## config.mk

```make
export PLATFORM = sky130hd
export DESIGN_NAME = pwrdn_seq
export DESIGN_NICKNAME = d
export VERILOG_FILES = /design/src/rtl/pd_pkg.sv /design/src/rtl/pd_sync.sv /design/src/rtl/pd_filter.sv /design/src/rtl/pd_fsm.sv /design/src/rtl/pd_gate.sv /design/src/rtl/pwrdn_seq.sv
export SDC_FILE = /design/constraint.sdc
export NUM_CORES = 1
export LEC_CHECK = 0
export ABC_AREA = 0
export BUFFER_PORTS_ARGS = -buffer_cell sky130_fd_sc_hd__buf_4
export CAP_MARGIN = 25
export CORE_UTILIZATION = 25
export DETAILED_ROUTE_END_ITERATION = 8
export PLACE_DENSITY = 0.58
export SYNTH_ARGS = -nofsm -noshare
export SYNTH_HDL_FRONTEND = slang
export SYNTH_HIERARCHICAL = 1
export SYNTH_SLANG_ARGS = --single-unit
```

## constraint.sdc

```tcl
create_clock -name clk -period 3.5 [get_ports clk]
set_input_delay 0 -clock clk [delete_from_list [all_inputs] [get_ports clk]]
set_output_delay 0 -clock clk [all_outputs]
set_load 0.02 [all_outputs]
```

## src/rtl/pd_pkg.sv

```systemverilog
package pd_pkg;

  typedef enum logic [2:0] {
    ST_ACTIVE = 3'd0,
    ST_ENTRY  = 3'd1,
    ST_DOWN   = 3'd2,
    ST_EXIT   = 3'd3,
    ST_SETTLE = 3'd4
  } pd_state_e;

  function automatic int ns_to_cyc(input int ns, input int period_ns);
    int c;
    c = (ns + period_ns - 1) / period_ns;
    if (c < 1) c = 1;
    return c;
  endfunction

endpackage

```

## src/rtl/pd_sync.sv

```systemverilog
module pd_sync #(
  parameter int STAGES = 2
) (
  input  logic clk,
  input  logic rst_n,
  input  logic d_in,
  output logic d_sync
);
  logic [STAGES-1:0] chain;

  always_ff @(posedge clk or negedge rst_n) begin
    if (!rst_n) chain <= '1;
    else        chain <= {chain[STAGES-2:0], d_in};
  end

  assign d_sync = chain[STAGES-1];
endmodule

```

## src/rtl/pd_filter.sv

```systemverilog
module pd_filter #(
  parameter int MIN_CYC = 3,
  localparam int CW = $clog2(MIN_CYC + 1)
) (
  input  logic clk,
  input  logic rst_n,
  input  logic pin_sync_n,
  output logic low_now,
  output logic req_hold
);
  logic [CW-1:0] low_cnt;

  always_ff @(posedge clk or negedge rst_n) begin
    if (!rst_n)                          low_cnt <= '0;
    else if (pin_sync_n)                 low_cnt <= '0;
    else if (low_cnt != CW'(MIN_CYC))    low_cnt <= low_cnt + 1'b1;
  end

  assign low_now  = !pin_sync_n;
  assign req_hold = (low_cnt == CW'(MIN_CYC));

  AST_HOLD_NEEDS_LOW: assert property (@(posedge clk) disable iff (!rst_n)
    $rose(req_hold) |-> $past(!pin_sync_n));
endmodule

```

## src/rtl/pd_fsm.sv

```systemverilog
module pd_fsm
  import pd_pkg::*;
#(
  parameter int GAP_CYC    = 1,
  parameter int SETTLE_CYC = 3,
  localparam int SET_EFF   = (SETTLE_CYC > GAP_CYC) ? SETTLE_CYC : GAP_CYC + 1,
  localparam int CW        = $clog2(SET_EFF + 1)
) (
  input  logic clk,
  input  logic rst_n,
  input  logic req_hold,
  input  logic low_now,
  output logic in_off,
  output logic gsr,
  output logic out_off,
  output logic ready
);
  pd_state_e     state, state_nx;
  logic [CW-1:0] cnt, cnt_nx;

  always_comb begin
    state_nx = state;
    cnt_nx   = cnt;
    case (state)
      ST_ACTIVE: if (req_hold) begin state_nx = ST_ENTRY; cnt_nx = '0; end
      ST_ENTRY: begin
        if (cnt == CW'(GAP_CYC - 1)) state_nx = ST_DOWN;
        else                         cnt_nx   = cnt + 1'b1;
      end
      ST_DOWN: if (!low_now) begin state_nx = ST_EXIT; cnt_nx = '0; end
      ST_EXIT: begin
        if (low_now) state_nx = ST_DOWN;
        else begin
          cnt_nx = cnt + 1'b1;
          if (cnt == CW'(GAP_CYC - 1)) state_nx = ST_SETTLE;
        end
      end
      ST_SETTLE: begin
        if (low_now) begin state_nx = ST_ENTRY; cnt_nx = '0; end
        else if (cnt == CW'(SET_EFF - 1)) state_nx = ST_ACTIVE;
        else cnt_nx = cnt + 1'b1;
      end
      default: begin state_nx = ST_ACTIVE; cnt_nx = '0; end
    endcase
  end

  always_ff @(posedge clk or negedge rst_n) begin
    if (!rst_n) begin
      state <= ST_ACTIVE;
      cnt   <= '0;
    end else begin
      state <= state_nx;
      cnt   <= cnt_nx;
    end
  end

  always_comb begin
    in_off  = (state == ST_ENTRY) || (state == ST_DOWN);
    gsr     = in_off;
    out_off = (state == ST_DOWN) || (state == ST_EXIT);
    ready   = (state == ST_ACTIVE);
  end

  AST_ENTRY_ORDER: assert property (@(posedge clk) disable iff (!rst_n)
    $rose(out_off) |-> $past(in_off));
  AST_NO_SKIP_GAP: assert property (@(posedge clk) disable iff (!rst_n)
    ($past(state) == ST_ACTIVE) |-> (state != ST_DOWN));
  AST_EXIT_ORDER: assert property (@(posedge clk) disable iff (!rst_n)
    $fell(out_off) |-> (!$past(in_off) && !gsr));
  AST_READY_AFTER_OUT: assert property (@(posedge clk) disable iff (!rst_n)
    $rose(ready) |-> $past(!out_off));
  AST_ENTRY_QUALIFIED: assert property (@(posedge clk) disable iff (!rst_n)
    ($rose(gsr) && $past(state) == ST_ACTIVE) |-> $past(req_hold));
endmodule

```

## src/rtl/pd_gate.sv

```systemverilog
module pd_gate #(
  parameter int SIG_W = 8
) (
  input  logic             force_low,
  input  logic [SIG_W-1:0] sig_in,
  input  logic             prog_n_in,
  output logic [SIG_W-1:0] sig_out,
  output logic             prog_n_out
);
  for (genvar i = 0; i < SIG_W; i++) begin : g_bit
    assign sig_out[i] = sig_in[i] & ~force_low;
  end
  assign prog_n_out = prog_n_in;
endmodule

```

## src/rtl/pwrdn_seq.sv

```systemverilog
module pwrdn_seq
  import pd_pkg::*;
#(
  parameter int CLK_PERIOD_NS = 20,
  parameter int MIN_PULSE_NS  = 50,
  parameter int OUT_GAP_NS    = 10,
  parameter int SETTLE_NS     = 50,
  parameter int SIG_W         = 8
) (
  input  logic             clk,
  input  logic             rst_n,
  input  logic             pd_pin_n,
  input  logic [SIG_W-1:0] sig_in,
  input  logic             prog_n_in,
  output logic [SIG_W-1:0] sig_out,
  output logic             prog_n_out,
  output logic             in_buf_off,
  output logic             pullup_off,
  output logic             gsr,
  output logic             out_buf_off,
  output logic             ready
);
  localparam int MIN_CYC    = ns_to_cyc(MIN_PULSE_NS, CLK_PERIOD_NS);
  localparam int GAP_CYC    = ns_to_cyc(OUT_GAP_NS, CLK_PERIOD_NS);
  localparam int SETTLE_CYC = ns_to_cyc(SETTLE_NS, CLK_PERIOD_NS);

  logic pin_sync_n, low_now, req_hold, in_off;

  pd_sync #(.STAGES(2)) u_sync (
    .clk(clk), .rst_n(rst_n), .d_in(pd_pin_n), .d_sync(pin_sync_n)
  );

  pd_filter #(.MIN_CYC(MIN_CYC)) u_filt (
    .clk(clk), .rst_n(rst_n), .pin_sync_n(pin_sync_n),
    .low_now(low_now), .req_hold(req_hold)
  );

  pd_fsm #(.GAP_CYC(GAP_CYC), .SETTLE_CYC(SETTLE_CYC)) u_fsm (
    .clk(clk), .rst_n(rst_n), .req_hold(req_hold), .low_now(low_now),
    .in_off(in_off), .gsr(gsr), .out_off(out_buf_off), .ready(ready)
  );

  pd_gate #(.SIG_W(SIG_W)) u_gate (
    .force_low(in_off), .sig_in(sig_in), .prog_n_in(prog_n_in),
    .sig_out(sig_out), .prog_n_out(prog_n_out)
  );

  assign in_buf_off = in_off;
  assign pullup_off = in_off;

  AST_READY_QUIET: assert property (@(posedge clk) disable iff (!rst_n)
    ready |-> (sig_out == sig_in));
endmodule

```

-- After elaboration in Yosys (flattened, before gate mapping)
Cells that the tools add are included.
- output and inout bits: 14
- word-level logic and storage cells: 54
- register bits: 9
- bitwise gates (word level): 9
- eq/ne operators: 15
- reductions and logical operators: 7
- add/sub/neg operators: 2
- multiplexer cells: 17
- operators with widths (kind ; count):
    $mux 3 ; 7
    $mux 2 ; 8
    $pmux 3 s5 ; 1
    $pmux 2 s5 ; 1
    $reduce_and 5->1 ; 2
    $and 1x1->1 ; 8
    $ne 2x2->1 const B ; 4
    $eq 3x2->1 const B ; 2
    $ne 3x2->1 const B ; 2
    $add 2x1->2 const B ; 2
    $eq 2x2->1 const B ; 2
    $ne 2x1->1 const B ; 2
    $eq 3x1->1 const B ; 1
    $eq 3x3->1 const B ; 1
    $logic_not 3->1 ; 1
    $ne 3x3->1 const B ; 1
    $logic_not 2->1 ; 1
    $logic_or 1x1->1 ; 2
    $reduce_bool 2->1 ; 1
    $not 1->1 ; 1

-- Depth between registers and ports, before layout
Gate-level depths: netlist of run 1.
- word-level depth: 4
- depth in mapped cells: 5

-- Cells and area by module
Netlist of run 1, hierarchy kept.
- by module, submodules not included (module ; seq. area each (um^2) ; cells an instance ; instances ; area each (um^2)):
    pd_fsm ; 125.1 ; 44 ; 1 ; 411.6
    pd_filter ; 50.0 ; 8 ; 1 ; 92.6
    pd_gate ; 0.0 ; 9 ; 1 ; 57.6
    pd_sync ; 52.6 ; 2 ; 1 ; 52.6
    pwrdn_seq ; 0.0 ; 1 ; 1 ; 7.5

-- Worst setup path after synthesis of run 1
Ideal clock, no wire load.
- kind: register to register
- from: reg u_fsm.cnt[1]
- to: reg u_fsm.cnt[0]
- required time: 3362 ps
- arrival time: 1269 ps
- clock period less this slack: 1407 ps
- slack: 2093 ps
- cell stages (with the launch flop): 6
- cell sequence: dfrtp_1 inv_1 ha_1 o211a_1 a2111oi_1 a21oi_2
- longest elaborated chain between the ends: 3
- elaborated cells on any way between the ends: 5
- classes of those cells: eq/ne (3); reduce/logical (2)
- RTL lines (item ; line ; RTL):
    from (decl) ; pd_fsm.sv:19 ; logic [CW-1:0] cnt, cnt_nx;
    from (signal assigned) ; pd_fsm.sv:53 ; cnt <= cnt_nx;
    $eq 2x2->1 or $logic_not 2->1 (tied branches) ; pd_fsm.sv:40, pd_fsm.sv:27 ;
    $ne 3x3->1 (no line) or $ne 2x2->1 (tied branches) ; n/a ;
    $reduce_and 5->1 (no line) (*) ; n/a ;
Every way passes the cells marked *; elsewhere a longest branch is shown, timed or not.
A chain may end at the register's enable or synchronous reset.

-- Worst setup path in the final report of run 1
- from: reg u_fsm.state[1]
- to: out sig_out[3]
- longest elaborated chain between the ends: 4
- elaborated cells on any way between the ends: 5
- classes of those cells: eq/ne (2); bitwise (2); reduce/logical (1)
- RTL lines (item ; line ; RTL):
    from (decl) ; pd_fsm.sv:18 ; pd_state_e state, state_nx;
    from (signal assigned) ; pd_fsm.sv:52 ; state <= state_nx;
    $eq 3x1->1 or $eq 3x2->1 (tied branches) ; pd_fsm.sv:58 ; in_off = (state == ST_ENTRY) || (state == ST_DOWN);
    $logic_or 1x1->1 (*) ; pd_fsm.sv:58 ;
    $not 1->1 (*) ; pd_gate.sv:11 ; assign sig_out[i] = sig_in[i] & ~force_low;
    $and 1x1->1 (*) ; pd_gate.sv:11 ;
    to (decl) ; pwrdn_seq.sv:15 ; output logic [SIG_W-1:0] sig_out,
Marks and branches as above.

==> metrics.md, run 1 <==
| Metric | Value |
|---|---|
| Top post-synthesis cells by area | `dfrtp_1 (28%), dfstp_2 (8.5%), nor2b_1 (8.0%)` |
| Met3 Use GR | `0.0526` |
| Detailed Route Iter0 Violations | `8` |
| Initial Util | `0.273` |
| Worst R2R Setup Slack | `2.00 ns` |
| Num ports | `26` |
| R2R cell count | `5` |
| Req. time, crit path | `3.50 ns` |
| Met2 GRT Util | `0.128` |
| Final nets | `103` |
| CORE AREA | `2280 sq um` |
| Setup Skew | `0.000213 ns` |
| Number of iterations in the first detailed-routing pass | `4` |
| CTS tree | `done` |
| Max-Cap Viols | `0` |
| Register bit total from synthesis | `9` |
| Antenna Nets Post-Route | `0` |
| Fin. Hold Viols | `0` |
| Initial antenna violation count | `0` |
| Grt peak-use layer | `met2` |
| CTS buffer count | `3` |
| Site Rows | `17` |
| Most common cell after layout, fill and taps aside | `buf_4` |
| Fin Setup TNS | `0 ns` |
| Leakage power | `0.389 nW` |
| PortBufs | `23` |
| Yosys cell types | `31` |
| Routed wire per std cell | `9.70 microns` |
| DR vias/cell | `4.41` |
| CTS root buffer | `clkbuf_4` |
| Most frequent cells in the layout | `buf_4 (23), nor2b_1 (8), dfrtp_1 (7)` |
| Reg-to-Reg End | `u_fsm/cnt[0]` |
| Post-synthesis simple-gate area fraction | `0.249` |
| Sequential area share after synthesis | `0.366` |
| Synth Area in Adders | `0.0604` |
| Clock Latency Late Sink | `0.25 ns` |
| Total GRT Usage | `0.0894` |
| Worst vdd ir | `0.000378 V` |
| Slowest cell on crit path | `nor2_1` |
| Yosys warnings | `6` |
| Cell breakdown of the critical path | `xnor2_1 -> nor2_1 -> nor2b_1 -> buf_4` |
| Critical path class | `reg -> out` |
| Outcome | `complete, no violations` |
| Post-synthesis compound-gate area fraction | `0.159` |
| Vias in the first global route | `424` |
| GR Overflow Total | `0` |
| # hold bufs at CTS | `2` |
| Clk buf depth | `2` |
| CP peak stage delay | `0.50 ns` |
| RSZ-0062 raised after global routing | `false` |
| Critical path startpoint category | `register` |
| Largest net degree at the start of global routing | `12` |
| Fin crit share | `0.484` |
| Post-route minimum period | `1.69 ns` |
| Smallest hold slack | `0.00000647 ns` |
| Reg2Reg Launch Point | `u_fsm/cnt[1]` |
| # setup viols final | `0` |
| Hold WC Path Type | `in -> out` |
| Power per cell area | `962 nW/um^2` |
| Setup crit start | `u_fsm/state[1]` |
| Synth top area share | `0.282` |
| CTS H-tree depth | `1` |
| Routability cong. | `0.763` |
| Area leader, netlist | `dfrtp_1` |
| Measured slew at the worst slew-check pin | `0.634 ns` |
| PostCTS Resize Cnt | `0` |
| Syn Std Cell Area | `622 sq um` |
| Hpwl dp | `904 microns` |
| Worst setup path endpoint | `sig_out[3]` |
| Die W | `51.9 microns` |
| Slew margin rel. | `0.576` |
| WL final | `1120 microns` |
| Syn avg cell area | `9.72 sq um` |
| Die H | `51.9 microns` |
| Crit path capture type | `primary output` |
| Slew Limit Fails | `0` |
| Share of layout cells above drive strength 1 | `0.414` |
| Antenna Cells | `0` |
| Largest family of logic cells by synthesized area | `simple AND/OR/NAND/NOR gates` |
| Clock-pin slew on the worst setup and hold paths | `0.06 ns` |
| Num Clock Sinks | `9` |
| Post-CTS setup buffers | `0` |
| Met1 layer usage reported by global route | `0.106` |
| Remaining DRCs | `0` |
| First-pass GRT wire length | `1770 microns` |
| Layout area overhead | `32.4%` |
| CP arrival | `1.69 ns` |
| Crit path max fanout | `11` |
| Mux cell area share after synthesis | `0.0161` |
| Xor and xnor area share after synthesis | `0.0282` |
| Fmax | `591 MHz` |
| Vias | `507` |
| Synth Instances | `64` |
| DIE AREA | `2690 sq um` |
| Syn nets | `79` |
-- metrics by stage --
step | std cells | util | total power, mW | cell area [sq um] | setup WS (ns)
finish | 115 | 0.362 | 0.792 | 823 | 1.81
global route | 115 | 0.362 | 0.851 | 823 | 1.67
CTS | 115 | 0.362 | 0.804 | 823 | 1.76
detailed placement | 109 | 0.341 | 0.721 | 777 | 1.99
global placement | 109 | 0.341 | 0.719 | 777 | 2.05
floorplan | 64 | - | 0.579 | 622 | 2.09
-- worst max-delay path, delay by kind of cell, from the launching register on --
kind | cells | cell delay (ns)
buffers and inverters | 1 | 0.18
flip-flops | 1 | 0.48
XOR/XNOR | 1 | 0.17
AND/OR/NAND/NOR | 2 | 0.61
-- worst min path at each step --
| stage | from | endpoint | cells past startpoint |
|---|---|---|---|
| after detailed placement | rst_n | u_fsm/cnt[0] | 1 |
| after global routing | prog_n_in | prog_n_out | 0 |
| final | prog_n_in | prog_n_out | 0 |
| after CTS | prog_n_in | prog_n_out | 0 |
| after global placement | rst_n | u_fsm/cnt[0] | 1 |
| after floorplan | rst_n | u_filt/low_cnt[0] | 0 |
-- report_power, final --
group          total (mW)  switching (mW)  internal (mW)
registers           0.178          0.0430          0.135
logic               0.536           0.304          0.232
clock network      0.0776          0.0338         0.0438
-- logic make-up after synthesis --
logic type,count (synthesis)
DFF,9
xor gates and xnor gates,2
AOI/OAI and AO/OA,11
buffers and inverters,12
adders and majority gates,3
and+or+nand+nor,26
muxes,1
-- Yosys cell counts --
master and instances:
nor3b_2 1, ha_1 3, nor2_1 6, a21oi_2 1
o22ai_2 1, dfrtp_1 7, xnor2_1 1, o211a_1 1
buf_6 2, nand2b_2 1, mux2i_1 1, nand3_1 1
nor2b_1 8, o21ai_2 1, nor4_1 1, or3b_4 1
buf_4 4, inv_1 5, a2111oi_1 1, and4b_1 1
nor3_1 2, dfstp_2 2, a22o_1 1, a21oi_1 2
o2111ai_2 1, inv_2 1, a31oi_1 1, xor2_1 1
and2b_1 1, a221oi_1 1, nand2_1 3
-- flip-flops by register name, indices dropped and copies added, names as in the netlist --
signal / cells
u_fsm/state: 3
u_sync/chain: 2
u_fsm/cnt: 2
u_filt/low_cnt: 2
-- per-layer routing --
metal / vias up / share of wire
met3: 0 / 0.062
met1: 235 / 0.43
li1: 260 / -
met4: 0 / 0
met2: 12 / 0.51
met5: - / 0
-- area by class of cell --
cell class | count | area [sq um]
inverters | 6 | 22.5
fillers | 231 | 1450
multi-input cells | 43 | 319
well taps | 28 | 35.0
flip-flops and latches | 9 | 228
clock buffers | 4 | 26.3
repair buffers | 25 | 193
(Power assumes the default switching activity.)
==> inputs of run 2 (changes only) <==
Settings changed: ABC_AREA 0 to 1, PLACE_DENSITY 0.58 to 0.57.
Clock period 3.5 ns to 1.65 ns, I/O delays scaled along.
==> run 2 against run 1 <==
Effect of this change:
- the run now ends with DRC left
- global-route usage grew 1.3 points
- worst hold slack is essentially flat
- clock power grew 130%
- synthesized cell count grew 55%
- highest routed layer is now met4
- cell area grew 16%
- critical path type unchanged
==> metrics.md, run 2 <==
| Metric | Value |
|---|---|
| Pwr Total | `1.84 mW (+130%)` |
| Num ports | `26 (unchanged)` |
| Fin crit share | `0.893` |
| Antenna Nets Post-Route | `0 (unchanged)` |
| Setup crit start | `u_fsm/state[0]` |
| Slew Limit Fails | `0 (unchanged)` |
| Design area | `955 sq um (+16%)` |
| EDFF count, synth | `0 (unchanged)` |
| Power per cell area | `1930 nW/um^2 (+100%)` |
| Top FF cell, synth | `dfrtp_1` |
| Post-synthesis simple-gate area fraction | `0.433 (+0.184)` |
| DR vias/cell | `4.50 (+2.1%)` |
| Slew margin rel. | `0.845 (+0.270)` |
| Yosys cell types | `25 (-19%)` |
| Hold Path End | `prog_n_out` |
| Worst R2R Setup Slack | `0.31 ns (-1.69 ns)` |
| RSZ-0062 raised after global routing | `false` |
| Clk buf depth | `2 (unchanged)` |
| Dpl cell area | `903 sq um (+16%)` |
| Register bit total from synthesis | `9 (unchanged)` |
| Initial antenna violation count | `0 (unchanged)` |
| Num Clock Sinks | `9 (unchanged)` |
| Detailed Route Iter0 Violations | `33 (+25)` |
| Share of layout cells above drive strength 1 | `0.426 (+0.0124)` |
| Clock Latency Late Sink | `0.27 ns (+0.02 ns)` |
| Post-synth ARST share | `1.00 (unchanged)` |
| GR Overflow Total | `0 (unchanged)` |
| WL final | `1530 microns (+37%)` |
| CTS root buffer | `clkbuf_4` |
| Most common cell after layout, fill and taps aside | `buf_4` |
| Largest family of logic cells by synthesized area | `simple AND/OR/NAND/NOR gates` |
| Clock-pin slew on the worst setup and hold paths | `0.07 ns (about the same)` |
| Sw Share | `0.518 (+0.0362)` |
| CTS H-tree depth | `1 (unchanged)` |
| Most common library cells after synthesis | `nand2_1 (16), inv_1 (12), nand3_1 (12), nor2_1 (11), dfrtp_1 (7)` |
| Die W | `56.7 microns (+9.3%)` |
| Mux cell area share after synthesis | `0 (-0.0161)` |
| Non-filler cells, final | `153 (+33%)` |
| R2R cell count | `7 (+2)` |
| CP peak stage delay | `0.50 ns (about the same)` |
| Synth Instances | `99 (+55%)` |
| Max reg flops | `3 (unchanged)` |
| Largest net degree at the start of global routing | `12 (unchanged)` |
| Failing checks | `DRC` |
| Syn avg cell area | `7.56 sq um (-22%)` |
| Synth top area share | `0.234 (-0.0476)` |
| CTS buffer count | `3 (unchanged)` |
| Critical path class | `reg -> out` |
| Cell breakdown of the critical path | `nor2_2 -> nand2_1 -> nand2_2 -> nor2_1 -> buf_4` |
| Crit path capture type | `primary output` |
| Reg-to-Reg End | `u_fsm/state[1]` |
| Hpwl dp | `1170 microns (+29%)` |
| # setup viols final | `0 (unchanged)` |
| Final nets | `138 (+34%)` |
| PortBufs | `23 (unchanged)` |
| Die H | `56.7 microns (+9.3%)` |
| Largest reg by FF count | `u_fsm/state` |
| Psw | `955 uW (+150%)` |
| Layout area overhead | `27.6%` |
| Most common cell in the netlist | `nand2_1` |
| Initial Util | `0.267 (-0.00650)` |
| Worst vdd ir | `0.000720 V (+91%)` |
| Seq pwr share | `0.221 (-0.004)` |
| Logic pwr share | `0.682 (+0.005)` |
| Syn nets | `114 (+44%)` |
| Critical path startpoint category | `register` |
| Yosys warnings | `6 (unchanged)` |
| Most frequent cells in the layout | `buf_4 (23), nand2_1 (15), inv_1 (12), nand3_1 (12), nor2_1 (11)` |
| Measured slew at the worst slew-check pin | `0.232 ns (-0.402 ns)` |
| Slowest cell on crit path | `dfrtp_2` |
| CP arrival | `1.47 ns (-0.22 ns)` |
| Routability cong. | `0.827 (+8.4%)` |
| Hold WC Path Type | `in -> out` |
| Setup Skew | `0.00578 ns (+0.00557 ns)` |
| Number of iterations in the first detailed-routing pass | `6 (+2)` |
| Leakage power | `0.507 nW (+30%)` |
| Int Pwr | `890 uW (+120%)` |
| Hold_sp | `prog_n_in` |
| Cells after DPL | `147 (+35%)` |
| Reg2Reg Launch Point | `u_fsm/cnt[0]` |
| Crit path max fanout | `11 (unchanged)` |
| Site Rows | `19 (+2)` |
| Remaining DRCs | `8 (+8)` |
| Antenna Cells | `0 (unchanged)` |
| Post-synthesis compound-gate area fraction | `0.0351 (-0.124)` |
| Outcome | `finished with violations` |
| Smallest hold slack | `0.0000327 ns (+0.0000262 ns)` |
| Fin Setup TNS | `0 ns (unchanged)` |
| Routed wire per std cell | `10.0 microns (+3.2%)` |
| Vias | `689 (+36%)` |
| Post-CTS setup buffers | `0 (unchanged)` |
| Synth Area in Adders | `0.0502 (-0.0102)` |
| Fmax | `679 MHz` |
| Fin. Hold Viols | `0 (unchanged)` |
| Clk network pwr share | `0.097 (about the same)` |
| CORE AREA | `2810 sq um (+23%)` |
| Xor and xnor area share after synthesis | `0 (-0.0282)` |
| Req. time, crit path | `1.65 ns (-1.85 ns)` |
| Syn Std Cell Area | `748 sq um (+20%)` |
| Sequential area share after synthesis | `0.304 (-0.0618)` |
| Vias in the first global route | `622 (+47%)` |
| Area leader, netlist | `dfrtp_1` |
| Hold depth | `0 (unchanged)` |
| CTS tree | `done` |
| First-pass GRT wire length | `2480 microns (+41%)` |
| Top delay family on crit path | `simple AND/OR/NAND/NOR gates` |
| Total GRT Usage | `0.102 (+0.0127)` |
| Crit path buffers/inverters | `1 (unchanged)` |
| DIE AREA | `3220 sq um (+19%)` |
| Post-route minimum period | `1.47 ns` |
| Max-Cap Viols | `0 (unchanged)` |
| Top post-synthesis cells by area | `dfrtp_1 (23%), nand3_1 (8.0%), nand2_1 (8.0%)` |
[run 2: cell count changes after synthesis, sizes merged, moves of 2 or more]
cell	before	now
clkinv	0	2
inv	6	17
nand2	3	20
nand3	1	15
nor2	6	18
nor2b	8	0
[run 2: cells by family (layout without fill, tap and decap cells)]
family / Yosys count / count (layout)
compound gates: 5 / 5
fa+ha+maj: 3 / 3
buf+inv: 26 / 49
flops: 9 / 9
simple gates: 56 / 56
[run 2: power by group through the flow]
stage          Sequential, mW  Combinational, mW  Clock (mW)
3_5_place_dp            0.407               1.24           0
2_1_floorplan           0.322               1.08           0
3_3_place_gp            0.404               1.23           0
4_1_cts                 0.406               1.27       0.185
5_1_grt                 0.417               1.37       0.201
6_report                0.408               1.26       0.178
[run 2: how the worst max path moves through the flow]
stage	to	cells after the start
final	sig_out[5]	5
after global routing	sig_out[5]	5
after CTS	sig_out[5]	5
after detailed placement	sig_out[5]	5
after global placement	sig_out[3]	5
after floorplan	sig_out[0]	7
[run 2: layout make-up]
| class | instances | area, sq um |
|---|---|---|
| tap | 31 | 38.8 |
| multi-input combinational | 64 | 390 |
| fill | 296 | 1850 |
| inverter | 20 | 76.3 |
| clock buffer | 4 | 26.3 |
| timing repair buffer | 25 | 193 |
| sequential | 9 | 230 |
[run 2: metrics by stage]
stage	worst slack, ns	utilization
global placement	0.306	0.322
floorplan	0.227	-
CTS	0.0926	0.340
global route	0.0307	0.340
finish	0.176	0.340
detailed placement	0.239	0.322
[run 2: worst register-to-register path: cells and delay by family, from the launching register on]
kind	cells	cell delay, ns
fa+ha+maj	1	0.21
flops	1	0.37
simple gates	5	0.58
buf+inv	1	0.09
[run 2: metal layers]
metal,share of wire,global-route usage,vias up
li1,-,-,348
met1,0.42,0.105,316
met2,0.49,0.185,23
met3,0.080,0.0253,2
met4,0.0072,0.0607,0
met5,0,0,-
[run 2: what timing repair did]
action | CTS | global route
hold endpoints to repair | 10 | 0
setup endpoints to repair | 8 | 8
gates resized for setup | 2 | 1
hold buffers | 2 | 0
==> inputs of run 3 (changes only) <==
Settings changed: ABC_AREA 1 to unset, PLACE_DENSITY 0.57 to 0.58.
Clock period 1.65 ns to 1.5 ns, I/O delays scaled along.
==> run 3 against run 2 <==
Effect of this change:
- the flow now finishes without violations
- via count is 19% lower
- die area shrank 16%
- clock skew is 0.0040 ns lower
- worst hold slack is essentially flat
- critical path depth unchanged
- sequential power down 5.6%
- register-to-register slack got worse by 0.27 ns
- total power increased by 10%
- sequential share of layout area increased by 1.3 points
==> metrics.md, run 3 (same netlist as run 1, synthesis figures left out) <==
| Metric | Value |
|---|---|
| Fmax | `687 MHz` |
| CP arrival | `1.64 ns (+0.17 ns)` |
| Antenna Cells | `0 (unchanged)` |
| Layout area overhead | `44.1%` |
| Hold depth | `0 (unchanged)` |
| Clk buf depth | `2 (unchanged)` |
| Multi-input gate area | `339 sq um (-13%)` |
| Met2 routed WL | `695 microns (-7.9%)` |
| Clock-pin slew on the worst setup and hold paths | `0.06 ns (about the same)` |
| Most common cell after layout, fill and taps aside | `buf_4` |
| Psw | `952 uW (-0.28%)` |
| Storage element area | `228 sq um (-1.1%)` |
| Seq pwr share | `0.189 (-0.032)` |
| DR top layer | `met4` |
| Hold_sp | `prog_n_in` |
| Worst vdd ir | `0.000957 V (+33%)` |
| Slew Limit Fails | `0 (unchanged)` |
| Vias in the first global route | `525 (-16%)` |
| Dpl cell area | `822 sq um (-9.0%)` |
| DIE AREA | `2690 sq um (-16%)` |
| Hold WC Path Type | `in -> out` |
| CTS buffer count | `3 (unchanged)` |
| Antenna Nets Post-Route | `0 (unchanged)` |
| Share of layout cells above drive strength 1 | `0.489 (+0.0631)` |
| Number of iterations in the first detailed-routing pass | `3 (-3)` |
| Worst setup path endpoint | `u_fsm/cnt[0]` |
| CTS H-tree depth | `1 (unchanged)` |
| Total GRT Usage | `0.109 (+0.00714)` |
| Detailed Route Iter0 Violations | `5 (-85%)` |
| Critical path class | `reg -> reg` |
| Met3 Wirelength | `52 microns (-58%)` |
| Pwr Total | `2.04 mW (+10%)` |
| Die W | `51.9 microns (-8.5%)` |
| Reg2Reg Launch Point | `u_fsm/state[1]` |
| Largest net degree at the start of global routing | `12 (unchanged)` |
| Remaining DRCs | `0 (-8)` |
| Setup Skew | `0.00179 ns (-0.00399 ns)` |
| # setup viols final | `0 (unchanged)` |
| Max-Cap Viols | `0 (unchanged)` |
| Slew margin rel. | `0.768 (-0.0778)` |
| Site Rows | `17 (-2)` |
| Met1 wire length | `591 microns (-7.8%)` |
| First-pass GRT wire length | `2190 microns (-12%)` |
| Fin crit share | `0.971` |
| Num ports | `26 (unchanged)` |
| Smallest hold slack | `0.00000647 ns (-0.0000262 ns)` |
| CORE AREA | `2280 sq um (-19%)` |
| Number of fill cells | `234 (-21%)` |
| CTS tree | `done` |
| Int Pwr | `1.08 mW (+22%)` |
| Routability cong. | `0.753 (-9.0%)` |
| Hpwl dp | `1040 microns (-11%)` |
| Leakage power | `0.435 nW (-14%)` |
| Setup crit start | `u_fsm/state[1]` |
| Post-route minimum period | `1.46 ns` |
| GR Overflow Total | `0 (unchanged)` |
| Power per cell area | `2270 nW/um^2 (+18%)` |
| Initial antenna violation count | `0 (unchanged)` |
| Layout Utilization | `0.394 (+0.0533)` |
| Worst setup margin | `0.0438 ns (-0.133 ns)` |
| Die H | `51.9 microns (-8.5%)` |
| R2R cell count | `5 (-2)` |
| Num Clock Sinks | `9 (unchanged)` |
| Place WS | `0.0583 ns (-0.181 ns)` |
| Req. time, crit path | `1.68 ns (+0.03 ns)` |
| Final nets | `110 (-20%)` |
| Reg-to-Reg End | `u_fsm/cnt[0]` |
| CTS root buffer | `clkbuf_4` |
| Most frequent cells in the layout | `buf_4 (30), dfrtp_1 (7), nor2b_1 (7)` |
| Outcome | `complete, no violations` |
| DR vias/cell | `4.55 (+1.0%)` |
| Worst R2R Setup Slack | `0.04 ns (-0.27 ns)` |
| Crit path max fanout | `4 (-7)` |
| Crit path capture type | `register` |
| Vias | `555 (-19%)` |
| WL final | `1350 microns (-12%)` |
| Measured slew at the worst slew-check pin | `0.348 ns (+0.116 ns)` |
| Largest reg by FF count | `u_fsm/state` |
| Max reg flops | `3 (unchanged)` |
| Design area | `896 sq um (-6.2%)` |
| Clock Latency Late Sink | `0.25 ns (-0.02 ns)` |
| Sw Share | `0.467 (-0.0501)` |
| Logic pwr share | `0.725 (+0.043)` |
| Initial Util | `0.273 (+0.00650)` |
| Clk network pwr share | `0.086 (-0.011)` |
| Critical path startpoint category | `register` |
| Fin. Hold Viols | `0 (unchanged)` |
| Routed wire per std cell | `11.1 microns (+11%)` |
| PortBufs | `23 (unchanged)` |
[run 3: changes by cell type in the layout (fill, tap and decap cells not counted), moves of 7 or more]
cell | before | now
nand3_1 | 12 | 1
buf_4 | 23 | 30
inv_1 | 12 | 5
nor2b_1 | 0 | 7
nand2_1 | 15 | 3
[run 3: cell type report]
type,count,share of cell area
multi-input cells,43,0.378
repair buffers,32,0.274
flip-flops and latches,9,0.254
well taps,28,0.0391
clock buffers,4,0.0293
inverters,6,0.0251
[run 3: worst min-delay path by stage]
stage | end | slack [ns]
after global routing | prog_n_out | 0.00004
final | prog_n_out | 0.000006
after detailed placement | u_filt/low_cnt[1] | -0.17
after floorplan | u_filt/low_cnt[0] | -0.30
after global placement | u_fsm/cnt[0] | -0.17
after CTS | prog_n_out | 0.0002
[run 3: critical path: stages, from the launching register on]
cell,delay [ns]
dfrtp_1,0.38
buf_4,0.16
or3b_4,0.43
nor3b_4,0.22
a2111oi_2,0.09
a21oi_2,0.12
[run 3: repair_timing]
item                                   CTS  global route
setup endpoints to repair                1             3
endpoints found under the hold margin   10             0
gates resized for setup                  0             4
setup buffers                            1             0
hold buffers                             2             0
[run 3: metrics by stage]
stage | TNS [ns] | cells
floorplan | 0 | 64
global placement | 0 | 115
detailed placement | 0 | 115
CTS | 0 | 122
global route | -0.0384 | 122
finish | 0 | 122
[run 3: per-layer routing]
metal,vias up,track usage
met2,9,0.165
met4,0,0.0270
li1,277,-
met5,-,0
met1,267,0.142
met3,2,0.0468
[run 3: power by group through the flow]
stage | Clock, mW | Sequential [mW] | Combinational, mW
floorplan | 0 | 0.344 | 1.01
global placement | 0 | 0.396 | 1.40
detailed placement | 0 | 0.399 | 1.42
CTS | 0.187 | 0.383 | 1.45
global route | 0.201 | 0.398 | 1.60
finish | 0.175 | 0.385 | 1.48
